$ cat src/rtl/sag_pkg.sv
package sag_pkg;
  localparam int FLD_W = 10;

  // Field order follows the bit positions of the size word (high to low).
  typedef struct packed {
    logic [FLD_W-1:0] modulo;
    logic [FLD_W-1:0] lines_m1;
    logic [FLD_W-1:0] words_m1;
  } win_cfg_t;

  localparam int CFG_W = $bits(win_cfg_t);

  function automatic logic pick_short(input logic ilace, input logic odd);
    return ilace & odd;
  endfunction
endpackage

$ cat src/rtl/sag_field_ctl.sv
module sag_field_ctl
  import sag_pkg::*;
#(
  parameter int AW = 24
) (
  input  logic          clk,
  input  logic          rst_n,
  input  logic          field_start,
  input  logic          line_rise,
  input  logic          interlace,
  input  logic          field_odd,
  input  logic [AW-1:0] long_base,
  input  logic [AW-1:0] short_base,
  input  win_cfg_t      cfg_in,
  output logic          first_line,
  output logic [AW-1:0] base_sel,
  output win_cfg_t      cfg_q
);
  logic armed;

  assign first_line = line_rise & armed & ~field_start;
  assign base_sel   = pick_short(interlace, field_odd) ? short_base : long_base;

  always_ff @(posedge clk) begin
    if (!rst_n) begin
      armed <= 1'b0;
      cfg_q <= '0;
    end else begin
      if (field_start)     armed <= 1'b1;
      else if (first_line) armed <= 1'b0;
      if (first_line)      cfg_q <= cfg_in;
    end
  end

  // the snapshot only changes when a field's first line opens
  assert_cfg_frozen_R7: assert property (@(posedge clk) disable iff (!rst_n)
    !first_line |=> $stable(cfg_q));
endmodule

$ cat src/rtl/sag_line_walk.sv
module sag_line_walk
  import sag_pkg::*;
#(
  parameter int AW = 24
) (
  input  logic          clk,
  input  logic          rst_n,
  input  logic          field_start,
  input  logic          line_rise,
  input  logic          first_line,
  input  logic [AW-1:0] base_sel,
  input  win_cfg_t      cfg,
  input  logic          rd_ready,
  output logic          rd_req,
  output logic [AW-1:0] rd_addr,
  output logic          line_end,
  output logic          field_end
);
  logic             busy, in_field;
  logic [AW-1:0]    addr, next_base;
  logic [FLD_W-1:0] word_cnt, line_cnt;
  logic             accept, resume;

  function automatic logic [AW-1:0] step_line(input logic [AW-1:0] last,
                                              input logic [FLD_W-1:0] modulo);
    return last + AW'(modulo);
  endfunction

  assign accept    = busy & rd_ready;
  assign line_end  = accept & (word_cnt == cfg.words_m1);
  assign field_end = line_end & (line_cnt == cfg.lines_m1);
  assign resume    = line_rise & ~busy & in_field & ~field_start & ~first_line;
  assign rd_req    = busy;
  assign rd_addr   = addr;

  always_ff @(posedge clk) begin
    if (!rst_n) begin
      busy      <= 1'b0;
      in_field  <= 1'b0;
      addr      <= '0;
      next_base <= '0;
      word_cnt  <= '0;
      line_cnt  <= '0;
    end else if (field_start) begin
      busy     <= 1'b0;
      in_field <= 1'b0;
    end else if (first_line) begin
      busy     <= 1'b1;
      in_field <= 1'b1;
      addr     <= base_sel;
      word_cnt <= '0;
      line_cnt <= '0;
    end else if (resume) begin
      busy     <= 1'b1;
      addr     <= next_base;
      word_cnt <= '0;
    end else if (accept) begin
      if (line_end) begin
        busy      <= 1'b0;
        next_base <= step_line(addr, cfg.modulo);
        if (field_end) in_field <= 1'b0;
        else           line_cnt <= line_cnt + 1'b1;
      end else begin
        addr     <= addr + 1'b1;
        word_cnt <= word_cnt + 1'b1;
      end
    end
  end

  assert_hold_R4: assert property (@(posedge clk) disable iff (!rst_n)
    (rd_req && !rd_ready && !field_start) |=> (rd_req && $stable(rd_addr)));
  assert_step_R4: assert property (@(posedge clk) disable iff (!rst_n)
    (accept && !line_end && !field_start) |=> (rd_addr == $past(rd_addr) + 1'b1));
  assert_line_stop_R2: assert property (@(posedge clk) disable iff (!rst_n)
    (line_end && !field_start) |=> !rd_req);
  assert_abort_R9: assert property (@(posedge clk) disable iff (!rst_n)
    field_start |=> !rd_req);
  assert_no_rise_restart_R8: assert property (@(posedge clk) disable iff (!rst_n)
    (line_rise && rd_req && !rd_ready && !field_start) |=> $stable(rd_addr));
endmodule

$ cat src/rtl/scan_addr_gen.sv
module scan_addr_gen
  import sag_pkg::*;
#(
  parameter int AW = 24
) (
  input  logic             clk,
  input  logic             rst_n,
  input  logic             field_start,
  input  logic             field_odd,
  input  logic             interlace,
  input  logic             win_active,
  input  logic [AW-1:0]    long_base,
  input  logic [AW-1:0]    short_base,
  input  logic [CFG_W-1:0] win_size,
  input  logic             rd_ready,
  output logic             rd_req,
  output logic [AW-1:0]    rd_addr
);
  logic          win_q, line_rise, first_line, line_end, field_end;
  logic [AW-1:0] base_sel;
  win_cfg_t      cfg_q;

  always_ff @(posedge clk) begin
    if (!rst_n) win_q <= 1'b0;
    else        win_q <= win_active;
  end
  assign line_rise = win_active & ~win_q;

  sag_field_ctl #(.AW(AW)) u_field (
    .clk(clk), .rst_n(rst_n), .field_start(field_start), .line_rise(line_rise),
    .interlace(interlace), .field_odd(field_odd), .long_base(long_base),
    .short_base(short_base), .cfg_in(win_cfg_t'(win_size)),
    .first_line(first_line), .base_sel(base_sel), .cfg_q(cfg_q)
  );

  sag_line_walk #(.AW(AW)) u_walk (
    .clk(clk), .rst_n(rst_n), .field_start(field_start), .line_rise(line_rise),
    .first_line(first_line), .base_sel(base_sel), .cfg(cfg_q), .rd_ready(rd_ready),
    .rd_req(rd_req), .rd_addr(rd_addr), .line_end(line_end), .field_end(field_end)
  );

  assert_first_base_R3: assert property (@(posedge clk) disable iff (!rst_n)
    first_line |=> (rd_req && rd_addr ==
      $past((interlace && field_odd) ? short_base : long_base)));
  assert_field_quiet_R6: assert property (@(posedge clk) disable iff (!rst_n)
    (field_end && !field_start) |=> !rd_req);
endmodule

$ cat config.mk
export PLATFORM = sky130hd
export DESIGN_NAME = scan_addr_gen
export DESIGN_NICKNAME = d
export VERILOG_FILES = /design/src/rtl/sag_pkg.sv /design/src/rtl/sag_field_ctl.sv /design/src/rtl/sag_line_walk.sv /design/src/rtl/scan_addr_gen.sv
export SDC_FILE = /design/constraint.sdc
export NUM_CORES = 1
export LEC_CHECK = 0
export ABC_AREA = 1
export BUFFER_PORTS_ARGS = -buffer_cell sky130_fd_sc_hd__buf_4
export CORE_MARGIN = 1.5
export CORE_UTILIZATION = 35
export DETAILED_ROUTE_END_ITERATION = 7
export GPL_ROUTABILITY_DRIVEN = 0
export GPL_TIMING_DRIVEN = 0
export PLACE_DENSITY_LB_ADDON = 0.25
export SETUP_SLACK_MARGIN = 0.3
export SYNTH_ARGS = -nofsm -noshare
export SYNTH_HDL_FRONTEND = slang
export SYNTH_SLANG_ARGS = --single-unit
$ cat constraint.sdc
create_clock -name clk -period 1.9 [get_ports clk]
set_clock_uncertainty 0.05 [all_clocks]
set_input_delay 0.095 -clock clk [delete_from_list [all_inputs] [get_ports clk]]
set_output_delay 0.095 -clock clk [all_outputs]
set_load 0.05 [all_outputs]
# --- Yosys cells after proc, flatten, opt, wreduce, memory -nomap -nowiden ---
# Cells that the tools add are included.
word_totals:
  mem_bits_ro: 0
  word_cells: 74
  regBits: 102
  latch_bits: 0
  in_bits: 85
  ram_bits: 0
  n_memories: 0
classes:
  add_sub_neg: 4
  n_mux: 25
  order_cmp: 0
  shift: 0
  bitwise: 17
  multipliers: 0
  n_eq_ne: 5
  n_div: 0
  reduce_logical: 12
ops:
  columns: ["cell", "n"]
  rows:
  - ["two-way mux 24 bit", 5]
  - ["two-way mux 10 bit", 9]
  - ["adder 24 x 1 -> 24 bit (second input constant)", 1]
  - ["adder 24 x 10 -> 24 bit", 1]
  - ["adder 10 x 1 -> 10 bit (second input constant)", 2]
  - ["== test 10 bit", 2]
  - ["bitwise AND 1 bit", 11]
  - ["two-way mux 1 bit", 11]
  - ["AND reduction 5 bit", 2]
  - ["nonzero test 2 bit", 4]
  - ["NOT 1 bit", 6]
  - ["nonzero test 3 bit", 2]
  - ["inequality test 2 x 1 -> 1 bit (second input constant)", 2]
  - ["AND reduction 4 bit", 1]
  - ["inequality test 3 x 2 -> 1 bit (second input constant)", 1]
  - ["AND reduction 3 bit", 1]
  - ["AND reduction 2 bit", 1]
  - ["OR reduction 2 bit", 1]

# --- Logic depth before layout (Yosys ltp) ---
# Gate-level depths: netlist of the first run.
depth:
  word_depth: 8
  depth_mapped: 13

# --- Hierarchy ---
# From an unflattened synthesis of the first run, not the netlist that was laid out.
unflattened:
  cells_unflattened: 1201
  area_unflattened_um2: 7083.0
by_module_without_submodules:
  columns: ["module", "seq_area_each_um2", "n_inst", "area_each_um2", "cells_each"]
  rows:
  - ["sag_line_walk", 1401.3, 1, 5408.9, 919]
  - ["sag_field_ctl", 620.6, 1, 1636.6, 277]
  - ["scan_addr_gen", 20.0, 1, 37.5, 5]

# --- Least setup slack after synthesis of the first run ---
# OpenSTA, ideal clock, no wires.
synth_path:
  kind: "reg-to-reg"
  startpoint: "reg u_walk.addr[1] (netlist: u_walk.rd_addr[1])"
  endpoint: "reg u_walk.addr[18] (netlist: u_walk.rd_addr[18])"
  period_less_slack_ns: 2.210
  path_slack_ns: -0.310
  t_required_ns: 1.732
  arrival_time_ns: 2.042
  path_stages_with_launch: 11
  path_buffers: 0
  cell_sequence: "dfxtp_1 ha_1 nand3_1 nor2_2 nand2_1 nor2_2 nand3_1 nand2_1 nor2_1 nor3_1 nor2_1"
synth_between:
  elab_chain_cells: 5
synth_rtl:
  columns: ["element", "line", "rtl"]
  rows:
  - ["start: declaration", "sag_line_walk.sv:20", "logic [AW-1:0] addr, next_base;"]
  - ["start signal: assignment", "sag_line_walk.sv:50", "addr <= base_sel;"]
  - ["start signal: assignment", "sag_line_walk.sv:55", "addr <= next_base;"]
  - ["start signal: assignment", "sag_line_walk.sv:64", "addr <= addr + 1'b1;"]
  - ["adder 24 x 1 -> 24 bit", "sag_line_walk.sv:64", null]
  - ["two-way mux 24 bit", "sag_line_walk.sv:58", "if (line_end) begin"]
  - ["two-way mux 24 bit", "sag_line_walk.sv:57", "end else if (accept) begin"]
  - ["two-way mux 24 bit", "sag_line_walk.sv:53", "end else if (resume) begin"]
  - ["two-way mux 24 bit", "sag_line_walk.sv:47", "end else if (first_line) begin"]
# Every way passes these cells. The select of a mux whose other input is x is not followed.
# A chain may end at the register's enable or synchronous reset.

# --- Final worst setup path of the first run ---
layout_path:
  startpoint: "reg u_walk.word_cnt[9]"
  endpoint: "reg u_walk.word_cnt[6]"
layout_between:
  elab_chain_cells: 4
layout_rtl:
  columns: ["element", "line", "rtl"]
  rows:
  - ["start: declaration", "sag_line_walk.sv:21", "logic [FLD_W-1:0] word_cnt, line_cnt;"]
  - ["start signal: assignment", "sag_line_walk.sv:65", "word_cnt <= word_cnt + 1'b1;"]
  - ["== test 10 bit", "sag_line_walk.sv:30", "assign line_end = accept & (word_cnt == cfg.words_m1);"]
  - ["bitwise AND 1 bit", "sag_line_walk.sv:30", null]
  - ["inequality test 3 x 2 -> 1 bit (no source line)", null, null]
  - ["AND reduction 3 bit (no source line)", null, null]
# Every way passes these cells.

==> impl_results.md, run 1 <==
* Run status: finished with violations
* Failing checks: hold timing
* CP endpoint kind: register
* Final min period at 1.85 ns
* TritonCTS clock tree: yes
* Clk slew on worst S/H paths at approximately 0.070 ns
* 1st-pass router iterations at 8
* Sink Count at 102
* Detail Route Antenna Nets at 0
* I/O Pins at 110
* Post-synthesis compound-gate area fraction at between 15 and 20%
* RSZ-0062 raised after global routing: true
* Area share of fa/ha/maj cells after synthesis at 2.73%
* Antenna diode instance count at 0
* Die Span Y at between 100 and 150 um
* Number of buffers on the longest clock path at 2
* Post-synth EDFFs at 0
* Headroom to the max-slew limit at between 30% and 40%
* Via density at around 5.4
* Hold_ws at -0.0173 ns
* Vias in the first global route at just under 8k
* Syn Nets at between 1k and 1.5k
* Fill cell count at roughly 1.6k
* Total wire length at about 30 mm
* Simple-gate share of the synthesized area at 36.5%
* TritonCTS Buffers at 9
* First-pass GRT wire length at ~43 mm
* Critical-path maximum fanout at 5
* Avg WL per Cell at roughly 19 um
* Die ar. at between 15000 and 20000 um^2
* Main combinational cell family by area after synthesis: simple AND/OR/NAND/NOR gates
* Synthesized area at between 6000 and 7000 um^2
* Crit start category: register
* Synth top area share at 30.6%
* Final Hold Fails at 1
* Most frequent cells after synthesis: nand2_1 (285), nor2_1 (162), dfxtp_1 (102)
* Synth area leader: dfxtp_1
* Worst skew pair latency at 0.37 ns
* Crit-path max cell delay at 0.37 ns
* Final period util at a little over nine tenths
* Sequential cell area fraction in the yosys report at 30.6%
* Gr ovfl total at 0
* Share of post-route cells with drive strength above 1 at 43.6%
* Mux cell area share after synthesis at less than 1%
* Post-synth cell types at 42
* F_max at roughly 540 MHz
* CTS root buffer: clkbuf_16
* Cell with the most instances after synthesis: nand2_1
* P_leak at 4.92 nW
* Slew @ Worst Pin at between 1 and 1.5 ns
* Initial DRC Count at a little under 700
* Synth Area in XOR/XNOR at under 10%
* Final instance area at between 10000 and 15000 um^2
* CP Buf/Inv Count at 4
* Nets at 1416
* Setup TNS at 0 ns
* Largest net degree at the start of global routing at 17
* Hold Crit Class: primary input to register
* Gr usage total at between 20% and 30%
* H-tree Lvls at 3
* Post-synthesis register bit count at just over 100
* PD cells at approximately 510 nW/um^2
* Remaining DRCs at 0
* Setup CP Type: register to register
* Std-Cell Rows at 50
* Via Count at about 8.5k
* Worst path slowest cell: dfxtp_2
* Slew Limit Fails at 0
* Critical path data required time at roughly 2.1 ns
* Reg-to-reg setup timing slack at ~0.045 ns
* Top Family by Delay on Critical Path: simple AND/OR/NAND/NOR gates
* Initial antenna violation count at 0
* Cell Chain, Critical Path: inv_1 -> a21oi_2 -> nand3_2 -> nor2_4 -> nand3_4 -> buf_12 -> nand2_8 -> buf_6 -> buf_16 -> nand2_4 -> a21oi_2
* Placed inst area at slightly below 8000 um^2
* Asr flop ratio synth at 0%
* Placed wire-length estimate at 18.3 mm
* Final setup violation count at 0
* PortBufs at 107
* Yosys Warn Count at 0
* Die X-Extent at around 140 um
* Cell count after synthesis at 1068
* CP arrival at 2.08 ns
* Core ar. at 18700 um^2
* Area Overhead vs Synth at 68.1%
* Syn_area_per_cell at 6.26 um^2
* Initial Util at between 30% and 40%
* Worst path most repeated cell: a21oi_2
* Most used DFF post-synth: dfxtp_1
* Ranking of synthesized cells by area: dfxtp_1 (31%), nand2_1 (16%), nor2_1 (9.1%)
* Worst VDD drop at 0.394 mV
* Max cap viols at 0
cell type report:
type | count | area [um^2] | share of cell area, %
plain buffers | 43 | 480 | 4.28
inverters | 111 | 452 | 4.02
flip-flops and latches | 102 | 2160 | 19.2
clock inverters | 6 | 158 | 1.40
well taps | 234 | 293 | 2.61
multi-input cells | 812 | 5170 | 46.0
repair buffers | 238 | 2290 | 20.4
clock buffers | 10 | 229 | 2.04
kinds of logic (layout without fill, tap and decap cells):
group                      count (synthesis)  count (layout)
and+or+nand+nor                          571             571
AOI/OAI and AO/OA                        196             196
buffers and inverters                    154             408
DFF                                      102             102
xor gates and xnor gates                  28              28
adders and majority gates                 14              14
muxes                                      3               3
metal layers:
metal	global-route usage (%)	part of all wire, %	vias to the layer above
met5	0	0	-
met1	35.9	41	3958
met4	12.8	5.2	0
li1	-	-	3966
met2	45.8	46	425
met3	5.33	8.0	109
stage by stage:
step / std cells / hold WS, ns / power [W] / utilization (%) / worst slack [ns]
2_1_floorplan: 1068 / 0.138 / 0.00264 / - / 0.126
3_3_place_gp: 1409 / 0.240 / 0.00295 / 42.5 / -0.297
3_5_place_dp: 1409 / 0.240 / 0.00295 / 42.5 / -0.277
4_1_cts: 1523 / 0.0174 / 0.00557 / 54.3 / 0.0706
5_1_grt: 1556 / -0.0000555 / 0.00588 / 60.1 / -0.0476
6_report: 1556 / -0.0173 / 0.00573 / 60.1 / 0.0453
placed cells by master, fill, tap and decap left out, types with 18 or more instances in the layout:
cell	count
a21oi_1	38
a21oi_2	46
buf_4	171
buf_6	22
dfxtp_1	54
dfxtp_2	25
dfxtp_4	23
dlygate4sd3_1	30
inv_1	85
inv_2	19
nand2_1	222
nand2_2	47
nand2_4	23
nand3_1	42
nand3_2	18
nand4_1	23
nor2_1	131
nor2_4	25
o21ai_0	32
o21ai_1	24
o21ai_2	29
xor2_1	20
what timing repair did:
action | CTS | global route
endpoints found under the hold margin | 30 | 0
endpoints found under the setup margin | 100 | 93
pin swaps | 46 | 86
hold buffers | 30 | 0
buffers inserted | 56 | 29
gates resized for setup | 231 | 237
gates cloned | 12 | 4
final timing paths:
kind	start	end	cells past startpoint
setup / recovery	u_walk.word_cnt[9]	u_walk.word_cnt[6]	11
setup reg to reg	u_walk.word_cnt[9]	u_walk.word_cnt[6]	11
hold / removal	win_size[9]	u_field.cfg_q[9]	3
hold reg to reg	u_field.cfg_q[4]	u_field.cfg_q[4]	2
worst reg2reg max path, delay by kind of cell (launching register included):
family / cells / cell delay, ns
AO/OA/AOI/OAI: 2 / 0.28
buffers and inverters: 4 / 0.53
flip-flops: 1 / 0.37
AND/OR/NAND/NOR: 5 / 0.54
registers in the layout, summed over array words and instances (netlist names):
register and flops:
u_field.armed 1, u_field.cfg_q 30, u_walk.in_field 1, u_walk.line_cnt 10, u_walk.next_base 24, u_walk.rd_addr 24, u_walk.rd_req 1, u_walk.word_cnt 10
win_q 1
power breakdown:
group,total (W),internal [W],switching (W)
registers,0.00223,0.00216,0.0000703
logic,0.00103,0.000478,0.000548
clock network,0.00247,0.00156,0.000918
Power figures use the tool's default switching activity.
==> run 2, diff against run 1 <==
Settings changed: PLACE_DENSITY from default to 0.53, PLACE_DENSITY_LB_ADDON 0.25 to default.
Clock period 1.9 ns to 1.6 ns, I/O delays scaled along.
==> run 2 against run 1 <==
  * The flow finishes with violations (setup timing)
  * Setup slack worse by 0.31 ns
  * Critical path depth rose by 1
  * Register-to-register slack got worse by 0.31 ns
  * Via count decreased by 5.9%
  * Flip-flop and latch count is the same
  * Die area did not move
  * Critical endpoint is now u_walk.next_base[14]
  * Largest power group is now sequential cells
  * Highest routed layer unchanged
==> impl_results.md, run 2 (synthesis gave the netlist of run 1 again) <==
* Max cap viols at 0 (unchanged)
* Remaining DRCs at 0 (unchanged)
* Vias in the first global route at 7449 (-4.2%)
* Largest net degree at the start of global routing at 17 (unchanged)
* TritonCTS Buffers at 9 (unchanged)
* Detail Route Antenna Nets at 0 (unchanged)
* Nets at 1405 (-0.78%)
* RSZ-0062 raised after global routing: true
* Most frequent cells in the layout: nand2_1 (233), buf_4 (153), nor2_1 (124)
* Hold Crit Class: primary input to register
* First-pass GRT wire length at 41.8 mm (-1.7%)
* Initial antenna violation count at 0 (unchanged)
* Sink Count at 102 (unchanged)
* Antenna diode instance count at 0 (unchanged)
* Crit start category: register
* Via Count at 7960 (-5.9%)
* Gr ovfl total at 0 (unchanged)
* Reg2Reg Depth at 12 (+1)
* PortBufs at 107 (unchanged)
* Final Hold Fails at 0 (-1)
* CP endpoint kind: register
* Final period util at 117% (+19 points)
* Initial Util at 35.7% (unchanged)
* F_max at 536 MHz (-0.52%)
* Die X-Extent at 141 um (unchanged)
* Failing checks: setup timing
* Avg WL per Cell at 18.5 um (-4.4%)
* Number of buffers on the longest clock path at 2 (unchanged)
* Setup TNS at -11.23 ns (-11.23 ns)
* Power Total at 0.00617 W (+7.7%)
* Via density at 5.15 (-5.2%)
* Gr usage total at 27.7% (-0.35 points)
* 1st-pass router iterations at 6 (-2)
* CP arrival at 2.08 ns (about the same)
* PD cells at 558 nW/um^2 (+9.4%)
* Worst skew pair latency at 0.37 ns (about the same)
* Setup CP Type: register to register
* Critical path data required time at 1.82 ns (-0.31 ns)
* Critical-path maximum fanout at 6 (+1)
* Worst VDD drop at 0.476 mV (+21%)
* Slew @ Worst Pin at 0.987 ns (-0.0149 ns)
* CTS root buffer: clkbuf_16
* Most common cell after layout, fill and taps aside: nand2_1
* Largest register FFs at 30 (unchanged)
* Total wire length at 28.6 mm (-5.0%)
* Die Span Y at 141 um (unchanged)
* Hold path start: rst_n
* Area Overhead vs Synth at 65.5%
* Share of post-route cells with drive strength above 1 at 42.9% (-0.70 points)
* Headroom to the max-slew limit at 34.2% (+0.99 points)
* TritonCTS clock tree: yes
* Placed wire-length estimate at 18.7 mm (+2.3%)
* Reg-to-Reg End: u_walk.next_base[14]
* I/O Pins at 110 (unchanged)
* Std-Cell Rows at 50 (unchanged)
* Die ar. at 19900 um^2 (unchanged)
* H-tree Lvls at 3 (unchanged)
* Slew Limit Fails at 0 (unchanged)
* WHS Path Cells at 3 (unchanged)
* Reg-to-reg setup timing slack at -0.26 ns (-0.31 ns)
* Final setup violation count at 66 (+66)
* P_leak at 4.77 nW (-2.9%)
* Top reg by flops: u_field.cfg_q
* Post-Layout Cell Count at 1545 (-0.71%)
* Dpl cells at 1409 (unchanged)
* FF-to-FF Start: u_field.cfg_q[0]
* Setup ws final at -0.264 ns (-0.310 ns)
* Run status: finished with violations
* Final min period at 1.86 ns (+0.00963 ns)
* Hold worst-path end: u_field.armed
* Initial DRC Count at 491 (-29%)
* Core ar. at 18700 um^2 (unchanged)
* Clk slew on worst S/H paths at 0.07 ns (about the same)
* Fin util at 59.1% (-0.93 points)
==> run 2: cell types whose count changed in the layout (fill, tap and decap cells not counted), sizes merged <==
cell,delta
bufinv,-5
dlygate4sd3,+2
inv,+2
clkinv,+1
buf,-15
clkbuf,+4
==> run 2: how the worst max path moves through the flow <==
| stage | startpoint | end | slack [ns] | cells after the start |
|---|---|---|---|---|
| 2_1_floorplan | u_walk.rd_addr[0] | u_walk.next_base[10] | -0.17 | 11 |
| 3_3_place_gp | interlace | u_walk.rd_addr[22] | -0.64 | 8 |
| 3_5_place_dp | interlace | u_walk.rd_addr[22] | -0.55 | 8 |
| 4_1_cts | u_walk.rd_addr[0] | u_walk.next_base[14] | -0.24 | 12 |
| 5_1_grt | u_field.cfg_q[4] | u_walk.next_base[12] | -0.37 | 12 |
| 6_report | u_field.cfg_q[0] | u_walk.next_base[14] | -0.26 | 12 |
==> run 2: cell type report <==
cell class	count	area (um^2)
timing repair buffer	227	2160
multi-input combinational	812	5160
clock buffer	12	267
clock inverter	4	27.5
tap	234	293
fill	1773	7650
inverter	111	434
sequential	102	2170
buffer	43	542
==> run 2: metal layers <==
layer  part of all wire, %  GRT usage (%)  vias to the layer above
met3                   4.6           3.80                       58
li1                      -              -                     3947
met1                    44           35.6                     3715
met5                     0              0                        -
met2                    48           47.4                      240
met4                   3.1           10.1                        0
==> run 2: power by group <==
group / leakage (nW) / internal (W) / switching (W)
combinational: 3.77 / 0.000583 / 0.000656
clock: 0.146 / 0.00119 / 0.00110
sequential: 0.858 / 0.00256 / 0.0000821
==> run 2: timing repair <==
item / 4_1_cts / 5_1_grt
endpoints found under the hold margin: 34 / 0
buffers inserted: 55 / 19
hold buffers: 32 / 0
cloned: 8 / 6
pin swaps: 42 / 60
setup endpoints to repair: 100 / 101
gates resized for setup: 207 / 156
==> run 2: through the flow <==
stage                     setup slack, ns  hold WS [ns]  instance area [um^2]
after floorplan                    -0.174         0.123                  7160
after global placement             -0.638         0.238                  8260
after detailed placement           -0.554         0.239                  8260
after CTS                          -0.242        0.0141                 10200
after global routing               -0.368        0.0322                 11100
final                              -0.264        0.0237                 11100
==> run 2: worst max-delay path, stage by stage (launching register included) <==
cell and delay [ns]:
dfxtp_2 0.35, inv_2 0.05, nand2_2 0.09, nand2_1 0.06, nor2_1 0.10, nand2_1 0.09
nor2_4 0.14, nand3_4 0.16, nor2_8 0.25, inv_8 0.08, clkbuf_16 0.18, a21oi_4 0.10
nor2_1 0.05
==> run 3, diff against run 2 <==
==> constraint.sdc (replaced) <==
create_clock -name clk -period 1.6 [get_ports clk]
set_clock_uncertainty 0.05 [all_clocks]
set_input_delay 0.4 -clock clk [delete_from_list [all_inputs] [get_ports clk]]
set_output_delay 0.4 -clock clk [all_outputs]
set_load 0.05 [all_outputs]
==> run 3 against run 2 <==
  * Sequential share of layout area is 0.063 points lower
  * Largest cell class unchanged
  * Highest routed layer unchanged
  * Setup slack worse by 0.017 ns
  * Total power grew 0.26%
  * Sequential power barely moved
  * Design area rose by 1.7%
  * Fmax down 0.93%
  * The run still ends with setup timing left
  * First-iteration DRC count grew 1.4%
==> impl_results.md, run 3 (synthesis gave the netlist of run 1 again) <==
* Most common cell after layout, fill and taps aside: nand2_1
* Placed wire-length estimate at 18.7 mm (+0.12%)
* First-pass GRT wire length at 41.7 mm (-0.31%)
* Gr ovfl total at 0 (unchanged)
* Slew Limit Fails at 0 (unchanged)
* Total wire length at 28.7 mm (+0.33%)
* Worst path slowest cell: dfxtp_4
* Number of buffers on the longest clock path at 2 (unchanged)
* Run status: finished with violations
* Most frequent cells in the layout: nand2_1 (227), buf_4 (139), nor2_1 (119)
* Largest register FFs at 30 (unchanged)
* Setup TNS at -12.41 ns (-1.18 ns)
* Seq pwr share at 42.6% (-0.2 points)
* CP arrival at 2.08 ns (about the same)
* P_leak at 4.88 nW (+2.3%)
* Sink Count at 102 (unchanged)
* Worst slack at placement at -0.523 ns (+0.0318 ns)
* Cell Chain, Critical Path: inv_4 -> nand2_4 -> nand2_2 -> nor2_2 -> nand2_2 -> nor2_4 -> nand3_4 -> nor2_8 -> inv_8 -> clkbuf_16 -> a21oi_2 -> nor2_1
* Worst path most repeated cell: nand2_2
* Die Span Y at 141 um (unchanged)
* Via density at 5.25 (+1.9%)
* Max cap viols at 0 (unchanged)
* Logic pwr share at 20.0% (about the same)
* Final period util at 118% (+1.1 points)
* Nets at 1388 (-1.2%)
* Clock network power share at 37.4% (+0.3 points)
* Hold Crit Class: primary input to register
* Die ar. at 19900 um^2 (unchanged)
* Worst skew pair latency at 0.36 ns (about the same)
* Detail Route Antenna Nets at 0 (unchanged)
* Avg WL per Cell at 18.8 um (+1.4%)
* Largest net degree at the start of global routing at 16 (-1)
* PD cells at 550 nW/um^2 (-1.4%)
* Critical-path maximum fanout at 6 (unchanged)
* F_max at 531 MHz (-0.93%)
* Final Hold Fails at 0 (unchanged)
* Switch share at 28.6% (-1.2 points)
* Power Total at 0.00619 W (+0.26%)
* Die X-Extent at 141 um (unchanged)
* Sw Pwr at 0.00177 W (-3.6%)
* CP endpoint kind: register
* Final min period at 1.88 ns (+0.0175 ns)
* Clk slew on worst S/H paths at 0.07 ns (about the same)
* Area Overhead vs Synth at 68.3%
* Setup ws final at -0.282 ns (-0.0175 ns)
* PortBufs at 107 (unchanged)
* Gr usage total at 27.8% (+0.11 points)
* CTS root buffer: clkbuf_16
* Slew @ Worst Pin at 0.968 ns (-0.0191 ns)
* 1st-pass router iterations at 5 (-1)
* Worst VDD drop at 0.477 mV (+0.23%)
* Initial antenna violation count at 0 (unchanged)
* RSZ-0062 raised after global routing: true
* Crit-path max cell delay at 0.41 ns (+0.06 ns)
* Fill cell count at 1745 (-1.6%)
* Top reg by flops: u_field.cfg_q
* Remaining DRCs at 0 (unchanged)
* Antenna diode instance count at 0 (unchanged)
* Critical path data required time at 1.80 ns (-0.02 ns)
* Headroom to the max-slew limit at 35.5% (+1.3 points)
* Vias in the first global route at 7365 (-1.1%)
* Setup CP Type: register to register
* Final setup violation count at 81 (+23%)
* TritonCTS Buffers at 9 (unchanged)
* Crit start category: register
* Via Count at 8022 (+0.78%)
* H-tree Lvls at 3 (unchanged)
* Cell-internal power at 0.00442 W (+1.9%)
* Initial Util at 35.7% (unchanged)
* Core ar. at 18700 um^2 (unchanged)
* Share of post-route cells with drive strength above 1 at 46.6% (+3.7 points)
* Failing checks: setup timing
* Initial DRC Count at 498 (+1.4%)
* TritonCTS clock tree: yes
* Std-Cell Rows at 50 (unchanged)
* I/O Pins at 110 (unchanged)
run 3: cell type report:
| type | instances | area, um^2 | share of cell area [%] |
|---|---|---|---|
| multi-input cells | 812 | 5230 | 46.5 |
| repair buffers | 210 | 2240 | 19.9 |
| flip-flops and latches | 102 | 2200 | 19.6 |
| plain buffers | 43 | 531 | 4.72 |
| inverters | 111 | 442 | 3.93 |
| clock buffers | 15 | 299 | 2.66 |
| well taps | 234 | 293 | 2.60 |
| clock inverters | 1 | 8.76 | 0.0779 |
run 3: metal layers:
| metal | share of wire, % | GRT usage [%] |
|---|---|---|
| met3 | 5.5 | 4.76 |
| met1 | 42 | 35.0 |
| met5 | 0 | 0 |
| met2 | 48 | 46.9 |
| met4 | 4.1 | 11.8 |
run 3: power by group through the flow:
| stage | sequential (W) | clock, W | combinational (W) |
|---|---|---|---|
| after floorplan | 0.00275 | 0 | 0.000432 |
| after detailed placement | 0.00270 | 0 | 0.000857 |
| after CTS | 0.00264 | 0.00237 | 0.00107 |
| final | 0.00263 | 0.00231 | 0.00124 |
| after global placement | 0.00270 | 0 | 0.000856 |
| after global routing | 0.00264 | 0.00245 | 0.00131 |
run 3: worst max-delay path, delay by kind of cell, from the launching register on:
| family | cells | cell delay (ns) |
|---|---|---|
| buf+inv | 3 | 0.33 |
| simple gates | 8 | 0.87 |
| compound gates | 1 | 0.10 |
| flops | 1 | 0.41 |
run 3: final timing paths:
| path | from | endpoint | slack (ns) | cells after the start |
|---|---|---|---|---|
| worst max-delay path | u_walk.word_cnt[4] | u_walk.next_base[19] | -0.28 | 12 |
| worst min-delay path | win_active | win_q | 0.19 | 3 |
| worst max register to register | u_walk.word_cnt[4] | u_walk.next_base[19] | -0.28 | 12 |
| worst min register to register | u_field.cfg_q[17] | u_field.cfg_q[17] | 0.41 | 2 |
run 3: timing repair:
item | CTS | global route
pin swaps | 36 | 70
buffers inserted | 52 | 35
gates cloned | 12 | 4
resized for setup | 233 | 218
hold buffers | 0 | 0
endpoints found under the setup margin | 126 | 125
run 3: stage by stage:
stage	instance area [um^2]	util, %	cells	hold WS [ns]
6_report	11200	60.1	1528	0.191
5_1_grt	11200	60.1	1528	0.214
4_1_cts	10100	54.1	1489	0.186
3_5_place_dp	8280	44.3	1409	0.405
3_3_place_gp	8280	44.3	1409	0.401
2_1_floorplan	7180	-	1068	0.384
